$ cat config.mk
export PLATFORM = sky130hd
export DESIGN_NAME = pwr_seq_ctrl
export DESIGN_NICKNAME = d
export VERILOG_FILES = /design/src/rtl/pwr_seq_pkg.sv /design/src/rtl/pwr_settle_timer.sv /design/src/rtl/pwr_seq_fsm.sv /design/src/rtl/pwr_out_reg.sv /design/src/rtl/pwr_seq_ctrl.sv
export SDC_FILE = /design/constraint.sdc
export NUM_CORES = 1
export LEC_CHECK = 0
export BUFFER_PORTS_ARGS = -buffer_cell sky130_fd_sc_hd__buf_2
export CAP_MARGIN = 40
export CORE_MARGIN = 1
export CORE_UTILIZATION = 50
export DETAILED_ROUTE_END_ITERATION = 12
export GPL_TIMING_DRIVEN = 0
export HOLD_SLACK_MARGIN = 0.1
export PLACE_DENSITY = 0.79
export REMOVE_ABC_BUFFERS = 1
export SLEW_MARGIN = 0
export SYNTH_ARGS = -nofsm -noshare
export SYNTH_HDL_FRONTEND = slang
export SYNTH_SLANG_ARGS = --single-unit
$ cat constraint.sdc
create_clock -name clk -period 2.5 [get_ports clk]
set_clock_uncertainty 0.15 [all_clocks]
set_input_delay 0.125 -clock clk [delete_from_list [all_inputs] [get_ports clk]]
set_output_delay 0.125 -clock clk [all_outputs]
set_load 0.02 [all_outputs]
$ cat src/rtl/pwr_seq_pkg.sv
package pwr_seq_pkg;
  typedef enum logic [2:0] {
    ST_OFF   = 3'd0,
    ST_DEEP  = 3'd1,
    ST_SLEEP = 3'd2,
    ST_WAKE  = 3'd3,
    ST_ON    = 3'd4,
    ST_REPWR = 3'd5
  } pstate_t;

  localparam int WAKE_RTC_BIT = 2;
endpackage

$ cat src/rtl/pwr_settle_timer.sv
module pwr_settle_timer #(
  parameter int CNT_W      = 8,
  parameter int RAMP_CYC   = 3,
  parameter bit EXT_SETTLE = 1'b0
) (
  input  logic             clk,
  input  logic             rst,
  input  logic             restart,
  input  logic [CNT_W-1:0] settle_lim,
  input  logic             xtal_ok_ext,
  output logic             settle_done,
  output logic             ramp_done
);
  localparam logic [CNT_W-1:0] CNT_MAX  = {CNT_W{1'b1}};
  localparam logic [CNT_W-1:0] RAMP_END = CNT_W'(RAMP_CYC - 1);

  logic [CNT_W-1:0] cnt_q;

  // Counts cycles spent in the current state; clears on every state change.
  always_ff @(posedge clk) begin
    if (rst || restart) cnt_q <= '0;
    else if (cnt_q != CNT_MAX) cnt_q <= cnt_q + 1'b1;
  end

  generate
    if (EXT_SETTLE) begin : g_ext
      assign settle_done = xtal_ok_ext;
    end else begin : g_cnt
      assign settle_done = (cnt_q >= settle_lim);
    end
  endgenerate

  assign ramp_done = (cnt_q == RAMP_END);
endmodule

$ cat src/rtl/pwr_seq_fsm.sv
module pwr_seq_fsm #(
  parameter int NUM_WAKE = 4
) (
  input  logic                   clk,
  input  logic                   rst,
  input  logic                   pd_n,
  input  logic                   sleep_req,
  input  logic                   deep_req,
  input  logic [NUM_WAKE-1:0]    wake_src,
  input  logic                   settle_done,
  input  logic                   ramp_done,
  output pwr_seq_pkg::pstate_t   state_q,
  output pwr_seq_pkg::pstate_t   state_d,
  output logic                   restart
);
  import pwr_seq_pkg::*;

  always_comb begin
    state_d = state_q;
    if (!pd_n) begin
      state_d = ST_OFF;
    end else begin
      case (state_q)
        ST_OFF:   state_d = ST_WAKE;
        ST_WAKE:  if (settle_done) state_d = ST_ON;
        ST_ON:    if (deep_req) state_d = ST_DEEP;
                  else if (sleep_req) state_d = ST_SLEEP;
        ST_SLEEP: if (|wake_src) state_d = ST_WAKE;
        ST_DEEP:  if (wake_src[WAKE_RTC_BIT]) state_d = ST_REPWR;
        ST_REPWR: if (ramp_done) state_d = ST_WAKE;
        default:  state_d = ST_OFF;
      endcase
    end
  end

  assign restart = (state_d != state_q);

  always_ff @(posedge clk) begin
    if (rst) state_q <= ST_OFF;
    else     state_q <= state_d;
  end
endmodule

$ cat src/rtl/pwr_out_reg.sv
module pwr_out_reg #(
  parameter int NUM_CLK = 8
) (
  input  logic                 clk,
  input  logic                 rst,
  input  pwr_seq_pkg::pstate_t state_d,
  input  logic [NUM_CLK-1:0]   clk_en_req,
  output logic                 rtc_en,
  output logic                 xtal_en,
  output logic                 pll_en,
  output logic                 main_pwr_en,
  output logic [NUM_CLK-1:0]   hs_clk_en,
  output logic                 reg_clr
);
  import pwr_seq_pkg::*;

  logic rtc_n, xtal_n, pll_n, main_n, clr_n;

  always_comb begin
    rtc_n = 1'b0; xtal_n = 1'b0; pll_n = 1'b0; main_n = 1'b0; clr_n = 1'b0;
    case (state_d)
      ST_OFF:   clr_n = 1'b1;
      ST_DEEP:  rtc_n = 1'b1;
      ST_SLEEP, ST_REPWR: begin rtc_n = 1'b1; main_n = 1'b1; end
      ST_WAKE, ST_ON: begin
        rtc_n = 1'b1; main_n = 1'b1; xtal_n = 1'b1; pll_n = 1'b1;
      end
      default:  clr_n = 1'b1;
    endcase
  end

  // Registered from the next state so the outputs line up with the state register.
  always_ff @(posedge clk) begin
    if (rst) begin
      rtc_en <= 1'b0; xtal_en <= 1'b0; pll_en <= 1'b0;
      main_pwr_en <= 1'b0; reg_clr <= 1'b1; hs_clk_en <= '0;
    end else begin
      rtc_en <= rtc_n; xtal_en <= xtal_n; pll_en <= pll_n;
      main_pwr_en <= main_n; reg_clr <= clr_n;
      hs_clk_en <= (state_d == ST_ON) ? clk_en_req : '0;
    end
  end
endmodule

$ cat src/rtl/pwr_seq_ctrl.sv
module pwr_seq_ctrl #(
  parameter int NUM_WAKE   = 4,
  parameter int NUM_CLK    = 8,
  parameter int CNT_W      = 8,
  parameter int RAMP_CYC   = 3,
  parameter bit EXT_SETTLE = 1'b0
) (
  input  logic                clk,
  input  logic                rst,
  input  logic                pd_n,
  input  logic                sleep_req,
  input  logic                deep_req,
  input  logic [NUM_WAKE-1:0] wake_src,
  input  logic                xtal_ok_ext,
  input  logic [CNT_W-1:0]    settle_lim,
  input  logic [NUM_CLK-1:0]  clk_en_req,
  output logic                rtc_en,
  output logic                xtal_en,
  output logic                pll_en,
  output logic                main_pwr_en,
  output logic [NUM_CLK-1:0]  hs_clk_en,
  output logic                reg_clr,
  output logic [2:0]          state_o
);
  import pwr_seq_pkg::*;

  pstate_t state_q, state_d;
  logic    restart, settle_done, ramp_done;

  pwr_settle_timer #(
    .CNT_W(CNT_W), .RAMP_CYC(RAMP_CYC), .EXT_SETTLE(EXT_SETTLE)
  ) u_tmr (
    .clk(clk), .rst(rst), .restart(restart), .settle_lim(settle_lim),
    .xtal_ok_ext(xtal_ok_ext), .settle_done(settle_done), .ramp_done(ramp_done)
  );

  pwr_seq_fsm #(.NUM_WAKE(NUM_WAKE)) u_fsm (
    .clk(clk), .rst(rst), .pd_n(pd_n), .sleep_req(sleep_req),
    .deep_req(deep_req), .wake_src(wake_src), .settle_done(settle_done),
    .ramp_done(ramp_done), .state_q(state_q), .state_d(state_d),
    .restart(restart)
  );

  pwr_out_reg #(.NUM_CLK(NUM_CLK)) u_out (
    .clk(clk), .rst(rst), .state_d(state_d), .clk_en_req(clk_en_req),
    .rtc_en(rtc_en), .xtal_en(xtal_en), .pll_en(pll_en),
    .main_pwr_en(main_pwr_en), .hs_clk_en(hs_clk_en), .reg_clr(reg_clr)
  );

  assign state_o = state_q;
endmodule

==> results of run 1 <==
routing by layer:
metal	vias to the layer above	global-route usage	wire length (um)
met5	-	0	0
met2	39	0.4515	1634
met3	2	0.05747	131
li1	640	-	-
met4	0	0.07895	13
met1	589	0.2746	1273
kinds of logic after synthesis:
group                      Yosys count  synth area share
AOI/OAI and AO/OA                   37            0.2264
xor gates and xnor gates             1          0.006745
adders and majority gates           10           0.09634
buffers and inverters               20           0.07033
DFF                                 23            0.3545
muxes                                1          0.007707
and+or+nand+nor                     62            0.2380
power by group through the flow:
| stage | registers, mW | clock network [mW] | logic [mW] |
|---|---|---|---|
| detailed placement | 0.394 | 0 | 0.101 |
| CTS | 0.386 | 0.185 | 0.115 |
| global placement | 0.393 | 0 | 0.0960 |
| global route | 0.389 | 0.206 | 0.129 |
| finish | 0.386 | 0.178 | 0.116 |
| floorplan | 0.401 | 0 | 0.0532 |
state kept, by name, indices dropped and copies added (netlist names):
| name | count |
|---|---|
| u_out.xtal_en | 1 |
| u_out.rtc_en | 1 |
| u_out.main_pwr_en | 1 |
| u_out.hs_clk_en | 8 |
| u_tmr.cnt_q | 8 |
| u_out.reg_clr | 1 |
| u_fsm.state_q | 3 |
worst max-delay path: stages, from the launching register on:
cell and delay (ns):
dfxtp_1 0.44, inv_1 0.09, ha_1 0.26, nand2b_1 0.15, a2111o_1 0.44, a21oi_1 0.17, o22a_1 0.34, nor2_1 0.11
cell type report:
class	instances	share of cell area
Tap cell	30	0.02278
Timing Repair Buffer	52	0.1944
Clock buffer	3	0.01367
Clock inverter	1	0.004556
Multi-Input combinational cell	111	0.4533
Sequential cell	23	0.2794
Inverter	14	0.03189
how the worst min path moves through the flow:
stage	start	slack, ns	endpoint	cells after the start
after global placement	clk_en_req[4]	0.19	u_out.hs_clk_en[4]	3
after CTS	pd_n	0.12	u_out.reg_clr	3
final	pd_n	0.14	u_out.reg_clr	3
after detailed placement	clk_en_req[3]	0.20	u_out.hs_clk_en[3]	3
after global routing	pd_n	0.13	u_out.reg_clr	3
after floorplan	clk_en_req[0]	0.09	u_out.hs_clk_en[0]	2
synth_stat cells (all sizes together) (3+ instances only):
master	instances
nand2b	3
dfxtp	23
ha	10
a31oi	4
nand3	5
and4	3
nor2	19
o21ai	4
nand2	20
a21oi	8
a211oi	3
inv	14
buf	6
nor3	4
repair_timing:
action                    4_1_cts  5_1_grt
buffers inserted                0        0
hold endpoints to repair       22        0
hold buffers                   12        0
==> results_tabular.tex, run 1 <==
\begin{tabular}{lr}
\hline
Metric & Value \\
\hline
\multicolumn{2}{l}{\textbf{Global route}} \\
\quad Antenna violations before repair & 0 \\
\quad Vias in the first global route & $\sim$1,300 \\
\quad Overall overflow remaining after global route & 0 \\
\quad Wire length of the first global-routing pass & about 5000 um \\
\quad Global-route total usage across every layer & 0.2460 \\
\quad Pin count of the biggest net entering global routing & 15 \\
\multicolumn{2}{l}{\textbf{Die}} \\
\quad Die outline area & $\sim$2800 um2 \\
\quad Core Box Area & about 2500 um2 \\
\quad Initial Util & 0.5291 \\
\quad Row count & 18 \\
\quad I/O pin count & 42 \\
\quad Vertical die dimension & about 53 um \\
\quad Die W & 52.97 um \\
\multicolumn{2}{l}{\textbf{Logic synthesis}} \\
\quad Total standard cell area after synthesis & roughly 1300 um2 \\
\quad Number of synthesized flops with an enable pin & 0 \\
\quad Top-area cell type share of the netlist area & 0.3545 \\
\quad Top post-synthesis cells by area & dfxtp\_1 35\%, ha\_1 9.6\%, nand2\_1 5.8\% \\
\quad Proportion of synthesized flip-flops having asynchronous set or reset & 0 \\
\quad Largest area contributor in the synthesized netlist & dfxtp\_1 \\
\quad Share of the yosys chip area belonging to registers & 0.3545 \\
\quad Number of storage elements in the synthesis netlist & 23 \\
\quad Mean instance size in the synthesized netlist & $\sim$8.4 um2 \\
\quad Top FF cell, synth & dfxtp\_1 \\
\quad Post-synthesis instance total & between 150 and 200 \\
\quad Number of warnings issued by yosys & 0 \\
\quad Count of unique library cells instantiated by Yosys & 40 \\
\multicolumn{2}{l}{\textbf{Routing}} \\
\quad Post-DR wirelength/cell & approximately 13 um \\
\quad Drt initial violations & 44 \\
\quad Number of routed nets with antenna violations & 0 \\
\quad Overall routed net length & between 3000 and 4000 um \\
\quad DRC violation count after routing & 0 \\
\quad First-pass iteration count of the detailed router & 4 \\
\quad Total via count in the routed design & 1,270 \\
\quad Routed via count divided by cell count & about 5.4 \\
\multicolumn{2}{l}{\textbf{Critical path}} \\
\quad Arrival time worst endpoint & between 2 and 2.5 ns \\
\quad Maximum fanout encountered on the critical timing path & 9 \\
\quad Setup slack, reg-to-reg & $\sim$0.24 ns \\
\quad Critical path capture point type & flop \\
\quad Launching point of the worst reg2reg path & u\_tmr.cnt\_q[0] \\
\quad R2r worst-path depth & 7 \\
\quad R2R Path End & u\_out.hs\_clk\_en[5] \\
\quad Launch point of the critical path & u\_tmr.cnt\_q[0] \\
\quad Type of origin of the critical path & flop \\
\quad Critical path required time & between 2 and 3 ns \\
\quad Termination of the worst setup path & u\_out.hs\_clk\_en[5] \\
\quad Path type of the worst setup path & flop to flop \\
\multicolumn{2}{l}{\textbf{Finish}} \\
\quad Share of layout cells above drive strength 1 & 0.2598 \\
\quad Commonest cells after routing, fill and taps aside & 40 x buf\_2, 23 x dfxtp\_1, 20 x nand2\_1 \\
\quad Final \#Nets & $\sim$240 \\
\quad Post-route core utilization & 0.6713 \\
\quad Final std cell area, no fill & 1648 um2 \\
\quad Reg area & about 460 um2 \\
\quad Ant. Diodes & 0 \\
\quad Most common cell after layout, fill and taps aside & buf\_2 \\
\quad Final non-filler cell total & between 200 and 250 \\
\quad Footprint of the multi-input gates & about 750 um2 \\
\quad Filler cell count in the final layout & 198 \\
\quad Area Growth Syn to Fin & 26.88\% \\
\multicolumn{2}{l}{\textbf{Pwr}} \\
\quad Sequential Power Share & 0.568 \\
\quad Proportion of total power due to net switching & 0.2737 \\
\quad Reported net switching power & 0.1862 mW \\
\quad Total power per unit cell area & between 400 and 500 nW/um2 \\
\quad Internal power of the cells & approximately 0.5 mW \\
\quad Portion of total power attributed to combinational logic & 0.170 \\
\quad Worst supply voltage drop on vdd & 0.4821 mV \\
\quad Cell leakage power & $\sim$0.76 nW \\
\quad Tot Pwr & around 0.68 mW \\
\quad Clk network pwr share & 0.262 \\
\multicolumn{2}{l}{\textbf{Hold path}} \\
\quad Class of the tightest hold or removal check & primary input to flop \\
\multicolumn{2}{l}{\textbf{Place}} \\
\quad Port Buf Inserts & 40 \\
\quad Placed inst area & approximately 1500 um2 \\
\quad DP Wirelength & 2222 um \\
\quad Weighted congestion reported at the end of routability-driven placement & 0.8434 \\
\quad Minimum setup slack after placement & 0.2345 ns \\
\quad Cell Count Post-Placement & around 220 \\
\multicolumn{2}{l}{\textbf{Clock network}} \\
\quad Skew-Pair Late Insertion Delay & between 0.3 and 0.4 ns \\
\quad TritonCTS clock tree & done \\
\quad Max Buffers Root-to-Sink & 2 \\
\quad Clk pin slew, worst setup/hold paths & about 0.13 ns \\
\quad Depth of the CTS H-tree & 1 \\
\quad CTS resizes & 0 \\
\quad Number of buffers inserted during clock tree synthesis & 3 \\
\quad Number of clock sinks seen by CTS & 23 \\
\quad CTS root buf & clkbuf\_4 \\
\multicolumn{2}{l}{\textbf{Timing}} \\
\quad Worst setup slack after layout & around 0.24 ns \\
\quad Post-layout minimum cycle time & 2.264 ns \\
\quad Post-route worst hold slack & between 0.1 and 0.15 ns \\
\quad Number of max-slew violations in the final report & 0 \\
\quad Achievable frequency & between 400 and 500 MHz \\
\quad Period Utilization, post-route & 0.9055 \\
\quad Tightest slew margin relative to the limit & 0.6931 \\
\quad Setup repair after global routing missed its margin & false \\
\quad Total negative slack for setup checks & 0 ns \\
\quad Setup violators final & 0 \\
\quad Tightest Pin Transition & 0.4544 ns \\
\quad Number of hold violations in the final report & 0 \\
\multicolumn{2}{l}{\textbf{Run status}} \\
\quad Result of the run & finished clean \\
\multicolumn{2}{l}{\textbf{Flow run}} \\
\quad Max-cap violations & 0 \\
\hline
\end{tabular}
Power figures use the tool's default switching activity.
==> inputs of run 2 (changes only) <==
- CORE_UTILIZATION: 50 -> 45
- PLACE_DENSITY: 0.79 -> 0.75
- clock period: 2.5 -> 1.95 ns (I/O delays scaled with it)
==> run 2 against run 1 <==
Against the previous run:
- sequential power rose by 28%
- sequential share of layout area is 1.1 points lower
- register-to-register slack worse by 0.23 ns
- setup slack got worse by 0.23 ns
- critical endpoint is now u_out.hs_clk_en[1]
- combinational power up 47%
- global-route usage fell by 1.5 points
- clock-buffer cell count unchanged
- via count increased by 5.8%
- clock power grew 29%
- total power rose by 32%
- final cell count grew 3.0%
==> results_tabular.tex, run 2 (synthesized netlist as in run 1, its figures left out) <==
\begin{tabular}{lr}
\hline
Metric & Value \\
\hline
\multicolumn{2}{l}{\textbf{Routing}} \\
\quad Overall routed net length & 3328 um (was 3053 um) \\
\quad First-pass iteration count of the detailed router & 4 (unchanged) \\
\quad DRC violation count after routing & 0 (unchanged) \\
\quad Drt initial violations & 25 (was 44) \\
\quad Number of routed nets with antenna violations & 0 (unchanged) \\
\quad Post-DR wirelength/cell & 13.81 um (was 13.05 um) \\
\quad Routed via count divided by cell count & 5.577 (was 5.427) \\
\quad Total via count in the routed design & 1,344 (was 1,270) \\
\multicolumn{2}{l}{\textbf{Global route}} \\
\quad Antenna violations before repair & 0 (unchanged) \\
\quad Vias in the first global route & 1,387 (was 1,254) \\
\quad Pin count of the biggest net entering global routing & 15 (unchanged) \\
\quad Wire length of the first global-routing pass & 5720 um (was 5078 um) \\
\quad Overall overflow remaining after global route & 0 (unchanged) \\
\quad Global-route total usage across every layer & 0.2314 (was 0.2460) \\
\multicolumn{2}{l}{\textbf{Clock network}} \\
\quad Skew-Pair Late Insertion Delay & 0.32 ns (was 0.31 ns) \\
\quad Number of buffers inserted during clock tree synthesis & 3 (unchanged) \\
\quad TritonCTS clock tree & done (unchanged) \\
\quad Clk pin slew, worst setup/hold paths & 0.13 ns (about the same) \\
\quad Depth of the CTS H-tree & 1 (unchanged) \\
\quad Max Buffers Root-to-Sink & 2 (unchanged) \\
\quad CTS root buf & clkbuf\_4 (unchanged) \\
\quad Number of clock sinks seen by CTS & 23 (unchanged) \\
\multicolumn{2}{l}{\textbf{Timing}} \\
\quad Achievable frequency & 514.9 MHz (was 441.7 MHz) \\
\quad Period Utilization, post-route & 0.9960 (was 0.9055) \\
\quad Post-layout minimum cycle time & 1.942 ns (was 2.264 ns) \\
\quad Tightest slew margin relative to the limit & 0.7106 (was 0.6931) \\
\quad Setup repair after global routing missed its margin & true (was false) \\
\quad Setup violators final & 0 (unchanged) \\
\quad Tightest Pin Transition & 0.4285 ns (was 0.4544 ns) \\
\quad Number of hold violations in the final report & 0 (unchanged) \\
\quad Number of max-slew violations in the final report & 0 (unchanged) \\
\multicolumn{2}{l}{\textbf{Run status}} \\
\quad Result of the run & finished clean (unchanged) \\
\multicolumn{2}{l}{\textbf{Finish}} \\
\quad Commonest cells after routing, fill and taps aside & 40 x buf\_2, 19 x nand2\_1, 18 x nor2\_1 (was 40 x buf\_2, 23 x dfxtp\_1, 20 x nand2\_1) \\
\quad Area Growth Syn to Fin & 36.80\% (was 26.88\%) \\
\quad Share of layout cells above drive strength 1 & 0.3714 (was 0.2598) \\
\quad Biggest regs & u\_out.hs\_clk\_en x8, u\_tmr.cnt\_q x8, u\_fsm.state\_q x3 (unchanged) \\
\quad Ant. Diodes & 0 (unchanged) \\
\quad Most common cell after layout, fill and taps aside & buf\_2 (unchanged) \\
\quad Filler cell count in the final layout & 236 (was 198) \\
\quad Post-route core utilization & 0.6499 (was 0.6713) \\
\quad Final \#Nets & 247 (was 241) \\
\multicolumn{2}{l}{\textbf{Critical path}} \\
\quad Path type of the worst setup path & flop to flop (unchanged) \\
\quad Sum of buffers and inverters on the critical path & 1 (unchanged) \\
\quad List of cells traversed by the critical path & inv\_4 -> ha\_4 -> nand2b\_4 -> a2111o\_1 -> a21oi\_1 -> o22a\_2 -> nor2\_1 (was inv\_1 -> ha\_1 -> nand2b\_1 -> a2111o\_1 -> a21oi\_1 -> o22a\_1 -> nor2\_1) \\
\quad Launching point of the worst reg2reg path & u\_tmr.cnt\_q[0] (unchanged) \\
\quad Arrival time worst endpoint & 2.01 ns (was 2.32 ns) \\
\quad Maximum fanout encountered on the critical timing path & 9 (unchanged) \\
\quad Launch point of the critical path & u\_tmr.cnt\_q[0] (unchanged) \\
\quad Crit path max-delay family & compound AO/OA/AOI/OAI gates (unchanged) \\
\quad Slowest-stage cell, CP & a2111o\_1 (was dfxtp\_1) \\
\quad Critical path capture point type & flop (unchanged) \\
\quad Largest stage delay on the critical path & 0.40 ns (was 0.44 ns) \\
\quad Critical path required time & 2.02 ns (was 2.55 ns) \\
\quad Type of origin of the critical path & flop (unchanged) \\
\multicolumn{2}{l}{\textbf{Die}} \\
\quad I/O pin count & 42 (unchanged) \\
\quad Initial Util & 0.4751 (was 0.5291) \\
\quad Vertical die dimension & 55.72 um (was 52.97 um) \\
\quad Die W & 55.72 um (was 52.97 um) \\
\quad Core Box Area & 2734 um2 (was 2455 um2) \\
\quad Die outline area & 3105 um2 (was 2805 um2) \\
\quad Row count & 19 (was 18) \\
\multicolumn{2}{l}{\textbf{Place}} \\
\quad Port Buf Inserts & 40 (unchanged) \\
\quad DP Wirelength & 2324 um (was 2222 um) \\
\quad Weighted congestion reported at the end of routability-driven placement & 0.8176 (was 0.8434) \\
\multicolumn{2}{l}{\textbf{Pwr}} \\
\quad Worst supply voltage drop on vdd & 0.5221 mV (was 0.4821 mV) \\
\quad Total power per unit cell area & 504.0 nW/um2 (was 412.8 nW/um2) \\
\quad Tot Pwr & 0.8954 mW (was 0.6801 mW) \\
\quad Cell leakage power & 0.7992 nW (was 0.7553 nW) \\
\multicolumn{2}{l}{\textbf{Flow run}} \\
\quad Max-cap violations & 0 (unchanged) \\
\multicolumn{2}{l}{\textbf{Hold path}} \\
\quad Class of the tightest hold or removal check & primary input to flop (unchanged) \\
\quad Critical hold path startpoint & wake\_src[0] (was pd\_n) \\
\hline
\end{tabular}
run 2: cell count changes in the layout (fill, tap and decap cells not counted), moves of 2 or more:
| cell | change |
|---|---|
| dfxtp_1 | -9 |
| dfxtp_2 | +7 |
| buf_4 | +5 |
| ha_1 | -3 |
| ha_4 | +3 |
| a21oi_1 | -2 |
| a21oi_2 | +2 |
| dfxtp_4 | +2 |
run 2: path summary, 6_finish.rpt:
check / depth (start not counted) / slack, ns / end
setup / recovery: 7 / 0.008 / u_out.hs_clk_en[1]
hold / removal: 5 / 0.14 / u_out.hs_clk_en[0]
setup reg to reg: 7 / 0.008 / u_out.hs_clk_en[1]
hold reg to reg: 1 / 0.42 / u_out.main_pwr_en
run 2: repair_timing:
action	4_1_cts	5_1_grt
setup buffers	5	0
gates resized for setup	15	8
endpoints found under the setup margin	19	18
pin swaps	6	5
hold buffers	13	0
hold endpoints to repair	22	0
run 2: final cells by class:
| cell class | count | area (um2) | area share |
|---|---|---|---|
| inverter | 14 | 55.05 | 0.03099 |
| timing repair buffer | 58 | 367.9 | 0.2070 |
| tap | 31 | 38.79 | 0.02183 |
| multi-input combinational | 111 | 808.3 | 0.4549 |
| clock inverter | 1 | 7.507 | 0.004225 |
| clock buffer | 3 | 22.52 | 0.01268 |
| sequential | 23 | 476.7 | 0.2683 |
run 2: worst register-to-register path, cell delays in order (launching register included):
cell and delay, ns:
dfxtp_4 0.39, inv_4 0.04, ha_4 0.22, nand2b_4 0.13
a2111o_1 0.40, a21oi_1 0.18, o22a_2 0.27, nor2_1 0.07
run 2: per-stage QoR:
step	setup slack, ns	area, um2	hold WS, ns	instances	TNS [ns]
finish	0.007834	1777	0.1382	241	0
global route	-0.07778	1777	0.1529	241	-0.8263
CTS	-0.06114	1742	0.1970	241	-0.07373
detailed placement	-0.3271	1499	0.1700	219	-4.571
global placement	-0.2139	1499	0.1585	219	-2.713
floorplan	-0.01017	1260	0.06129	148	-0.08784
run 2: routing by layer:
metal  up-vias  routed length [um]  track usage  share of wire
met4         0                 138       0.1214          0.041
met5         -                   0            0              0
met3        17                 174      0.04884          0.052
met1       617                1308       0.2456           0.39
met2        57                1707       0.4251           0.51
li1        653                   -            -              -
run 2: where the power goes:
| group | internal (mW) | switching [mW] |
|---|---|---|
| logic | 0.0888 | 0.0824 |
| registers | 0.479 | 0.0147 |
| clock network | 0.0784 | 0.152 |
| total | 0.646 | 0.249 |
==> inputs of run 3 (changes only) <==
- CAP_MARGIN: 40 -> unset
- PLACE_DENSITY: 0.75 -> unset
- PLACE_DENSITY_LB_ADDON: unset -> 0.1
- SETUP_SLACK_MARGIN: unset -> 0.02
==> run 3 against run 2 <==
Against the previous run:
- final cell count grew 2.5%
- utilization up 2.7 points
- non-clock buffer count is 6 higher
- sequential share of layout area down 0.85 points
- die area stayed put
- register-to-register slack about the same
- largest power group unchanged
==> results_tabular.tex, run 3 (synthesized netlist as in run 1, its figures left out) <==
\begin{tabular}{lr}
\hline
Metric & Value \\
\hline
\multicolumn{2}{l}{\textbf{Routing}} \\
\quad Drt initial violations & 36 (was 25) \\
\quad DRC violation count after routing & 0 (unchanged) \\
\quad Post-DR wirelength/cell & 13.55 um (was 13.81 um) \\
\quad Overall routed net length & 3346 um (was 3328 um) \\
\quad Total via count in the routed design & 1,319 (was 1,344) \\
\quad Routed via count divided by cell count & 5.340 (was 5.577) \\
\quad Number of routed nets with antenna violations & 0 (unchanged) \\
\quad First-pass iteration count of the detailed router & 4 (unchanged) \\
\multicolumn{2}{l}{\textbf{Timing}} \\
\quad Total negative slack for setup checks & 0 ns (unchanged) \\
\quad Post-layout minimum cycle time & 1.931 ns (was 1.942 ns) \\
\quad Setup violators final & 0 (unchanged) \\
\quad Worst setup slack after layout & 0.01910 ns (was 0.007834 ns) \\
\quad Tightest Pin Transition & 0.4921 ns (was 0.4285 ns) \\
\quad Number of hold violations in the final report & 0 (unchanged) \\
\quad Number of max-slew violations in the final report & 0 (unchanged) \\
\quad Achievable frequency & 517.9 MHz (was 514.9 MHz) \\
\quad Setup repair after global routing missed its margin & true (unchanged) \\
\quad Tightest slew margin relative to the limit & 0.6676 (was 0.7106) \\
\quad Period Utilization, post-route & 0.9902 (was 0.9960) \\
\multicolumn{2}{l}{\textbf{Finish}} \\
\quad Footprint of the multi-input gates & 830.8 um2 (was 808.3 um2) \\
\quad Share of layout cells above drive strength 1 & 0.3935 (was 0.3714) \\
\quad Final \#Nets & 253 (was 247) \\
\quad Most common cell after layout, fill and taps aside & buf\_2 (unchanged) \\
\quad Ant. Diodes & 0 (unchanged) \\
\quad Commonest cells after routing, fill and taps aside & 40 x buf\_2, 19 x nand2\_1, 17 x nor2\_1 (was 40 x buf\_2, 19 x nand2\_1, 18 x nor2\_1) \\
\quad Reg area & 480.5 um2 (was 476.7 um2) \\
\quad Filler cell count in the final layout & 235 (was 236) \\
\quad Biggest regs & u\_out.hs\_clk\_en x8, u\_tmr.cnt\_q x8, u\_fsm.state\_q x3 (unchanged) \\
\quad Post-route core utilization & 0.6764 (was 0.6499) \\
\quad Final non-filler cell total & 247 (was 241) \\
\quad Area Growth Syn to Fin & 42.39\% (was 36.80\%) \\
\multicolumn{2}{l}{\textbf{Pwr}} \\
\quad Tot Pwr & 0.8909 mW (was 0.8954 mW) \\
\quad Cell leakage power & 0.8280 nW (was 0.7992 nW) \\
\quad Total power per unit cell area & 481.7 nW/um2 (was 504.0 nW/um2) \\
\quad Worst supply voltage drop on vdd & 0.5113 mV (was 0.5221 mV) \\
\multicolumn{2}{l}{\textbf{Die}} \\
\quad Vertical die dimension & 55.72 um (unchanged) \\
\quad Die W & 55.72 um (unchanged) \\
\quad Row count & 19 (unchanged) \\
\quad Die outline area & 3105 um2 (unchanged) \\
\quad Initial Util & 0.4751 (unchanged) \\
\quad Core Box Area & 2734 um2 (unchanged) \\
\quad I/O pin count & 42 (unchanged) \\
\multicolumn{2}{l}{\textbf{Clock network}} \\
\quad CTS root buf & clkbuf\_4 (unchanged) \\
\quad TritonCTS clock tree & done (unchanged) \\
\quad Clk pin slew, worst setup/hold paths & 0.13 ns (about the same) \\
\quad Depth of the CTS H-tree & 1 (unchanged) \\
\quad Skew-Pair Late Insertion Delay & 0.31 ns (was 0.32 ns) \\
\quad Max Buffers Root-to-Sink & 2 (unchanged) \\
\quad Number of buffers inserted during clock tree synthesis & 3 (unchanged) \\
\quad Number of clock sinks seen by CTS & 23 (unchanged) \\
\multicolumn{2}{l}{\textbf{Place}} \\
\quad Port Buf Inserts & 40 (unchanged) \\
\quad Minimum setup slack after placement & -0.2318 ns (was -0.3271 ns) \\
\quad Weighted congestion reported at the end of routability-driven placement & 0.7729 (was 0.8176) \\
\quad DP Wirelength & 2172 um (was 2324 um) \\
\quad Cell Count Post-Placement & 219 (unchanged) \\
\multicolumn{2}{l}{\textbf{Hold path}} \\
\quad Worst hold path cell count & 5 (unchanged) \\
\quad Class of the tightest hold or removal check & primary input to flop (unchanged) \\
\multicolumn{2}{l}{\textbf{Global route}} \\
\quad Vias in the first global route & 1,301 (was 1,387) \\
\quad Global-route total usage across every layer & 0.2201 (was 0.2314) \\
\quad Pin count of the biggest net entering global routing & 14 (was 15) \\
\quad Wire length of the first global-routing pass & 5395 um (was 5720 um) \\
\quad Overall overflow remaining after global route & 0 (unchanged) \\
\quad Antenna violations before repair & 0 (unchanged) \\
\multicolumn{2}{l}{\textbf{Critical path}} \\
\quad R2r worst-path depth & 8 (was 7) \\
\quad Maximum fanout encountered on the critical timing path & 8 (was 9) \\
\quad Arrival time worst endpoint & 2.04 ns (was 2.01 ns) \\
\quad Type of origin of the critical path & flop (unchanged) \\
\quad Critical path capture point type & flop (unchanged) \\
\quad Path type of the worst setup path & flop to flop (unchanged) \\
\quad Critical path required time & 2.06 ns (was 2.02 ns) \\
\multicolumn{2}{l}{\textbf{Flow run}} \\
\quad Max-cap violations & 0 (unchanged) \\
\multicolumn{2}{l}{\textbf{Run status}} \\
\quad Result of the run & finished clean (unchanged) \\
\hline
\end{tabular}
## run 3: cell count changes in the layout (fill, tap and decap cells not counted), moves of 2 or more
| cell | delta |
|---|---|
| buf_4 | +5 |
| dfxtp_2 | -3 |
| a21oi_1 | -2 |
| a21oi_2 | +2 |
| dfxtp_4 | +2 |
## run 3: metrics by stage
step           cell area (um2)  hold WS (ns)
6_report                  1849        0.2092
5_1_grt                   1849        0.2274
4_1_cts                   1813        0.1900
3_5_place_dp              1499        0.1652
3_3_place_gp              1499        0.1589
2_1_floorplan             1260       0.06129
## run 3: repair_timing
item,CTS,global route
endpoints found under the hold margin,22,0
hold buffers,13,0
setup buffers,10,1
cloned,0,0
resized for setup,21,8
pin swaps,7,5
endpoints found under the setup margin,18,16
## run 3: final timing paths
check,start,to,slack [ns]
max,u_tmr.cnt_q[0],u_tmr.cnt_q[2],0.02
min,wake_src[3],u_out.hs_clk_en[6],0.21
max reg2reg,u_tmr.cnt_q[0],u_tmr.cnt_q[2],0.02
min reg2reg,u_tmr.cnt_q[4],u_tmr.cnt_q[4],0.39
## run 3: final cells by class
cell class / count / area share
sequential: 23 / 0.2598
inverter: 14 / 0.02977
clock buffer: 3 / 0.01218
tap: 31 / 0.02097
multi-input combinational: 111 / 0.4493
timing repair buffer: 64 / 0.2253
clock inverter: 1 / 0.002706
## run 3: power by group
group / leakage (nW) / total [mW] / switching (mW) / internal (mW)
combinational: 0.618 / 0.177 / 0.0847 / 0.0920
sequential: 0.192 / 0.491 / 0.0144 / 0.476
clock: 0.0177 / 0.224 / 0.147 / 0.0766
total: 0.828 / 0.891 / 0.246 / 0.645
## run 3: critical path: stages, from the launching register on
cell and delay [ns]:
dfxtp_4 0.39, inv_4 0.04, ha_4 0.19, nand2b_4 0.13
a2111o_1 0.40, nand2_2 0.11, o2111ai_4 0.23, buf_6 0.20
nor2_4 0.06
## run 3: routing by layer
layer | vias up | part of all wire | global-route usage
li1 | 666 | - | -
met1 | 605 | 0.40 | 0.2193
met2 | 40 | 0.54 | 0.4286
met3 | 8 | 0.037 | 0.04186
met4 | 0 | 0.026 | 0.1071
met5 | - | 0 | 0
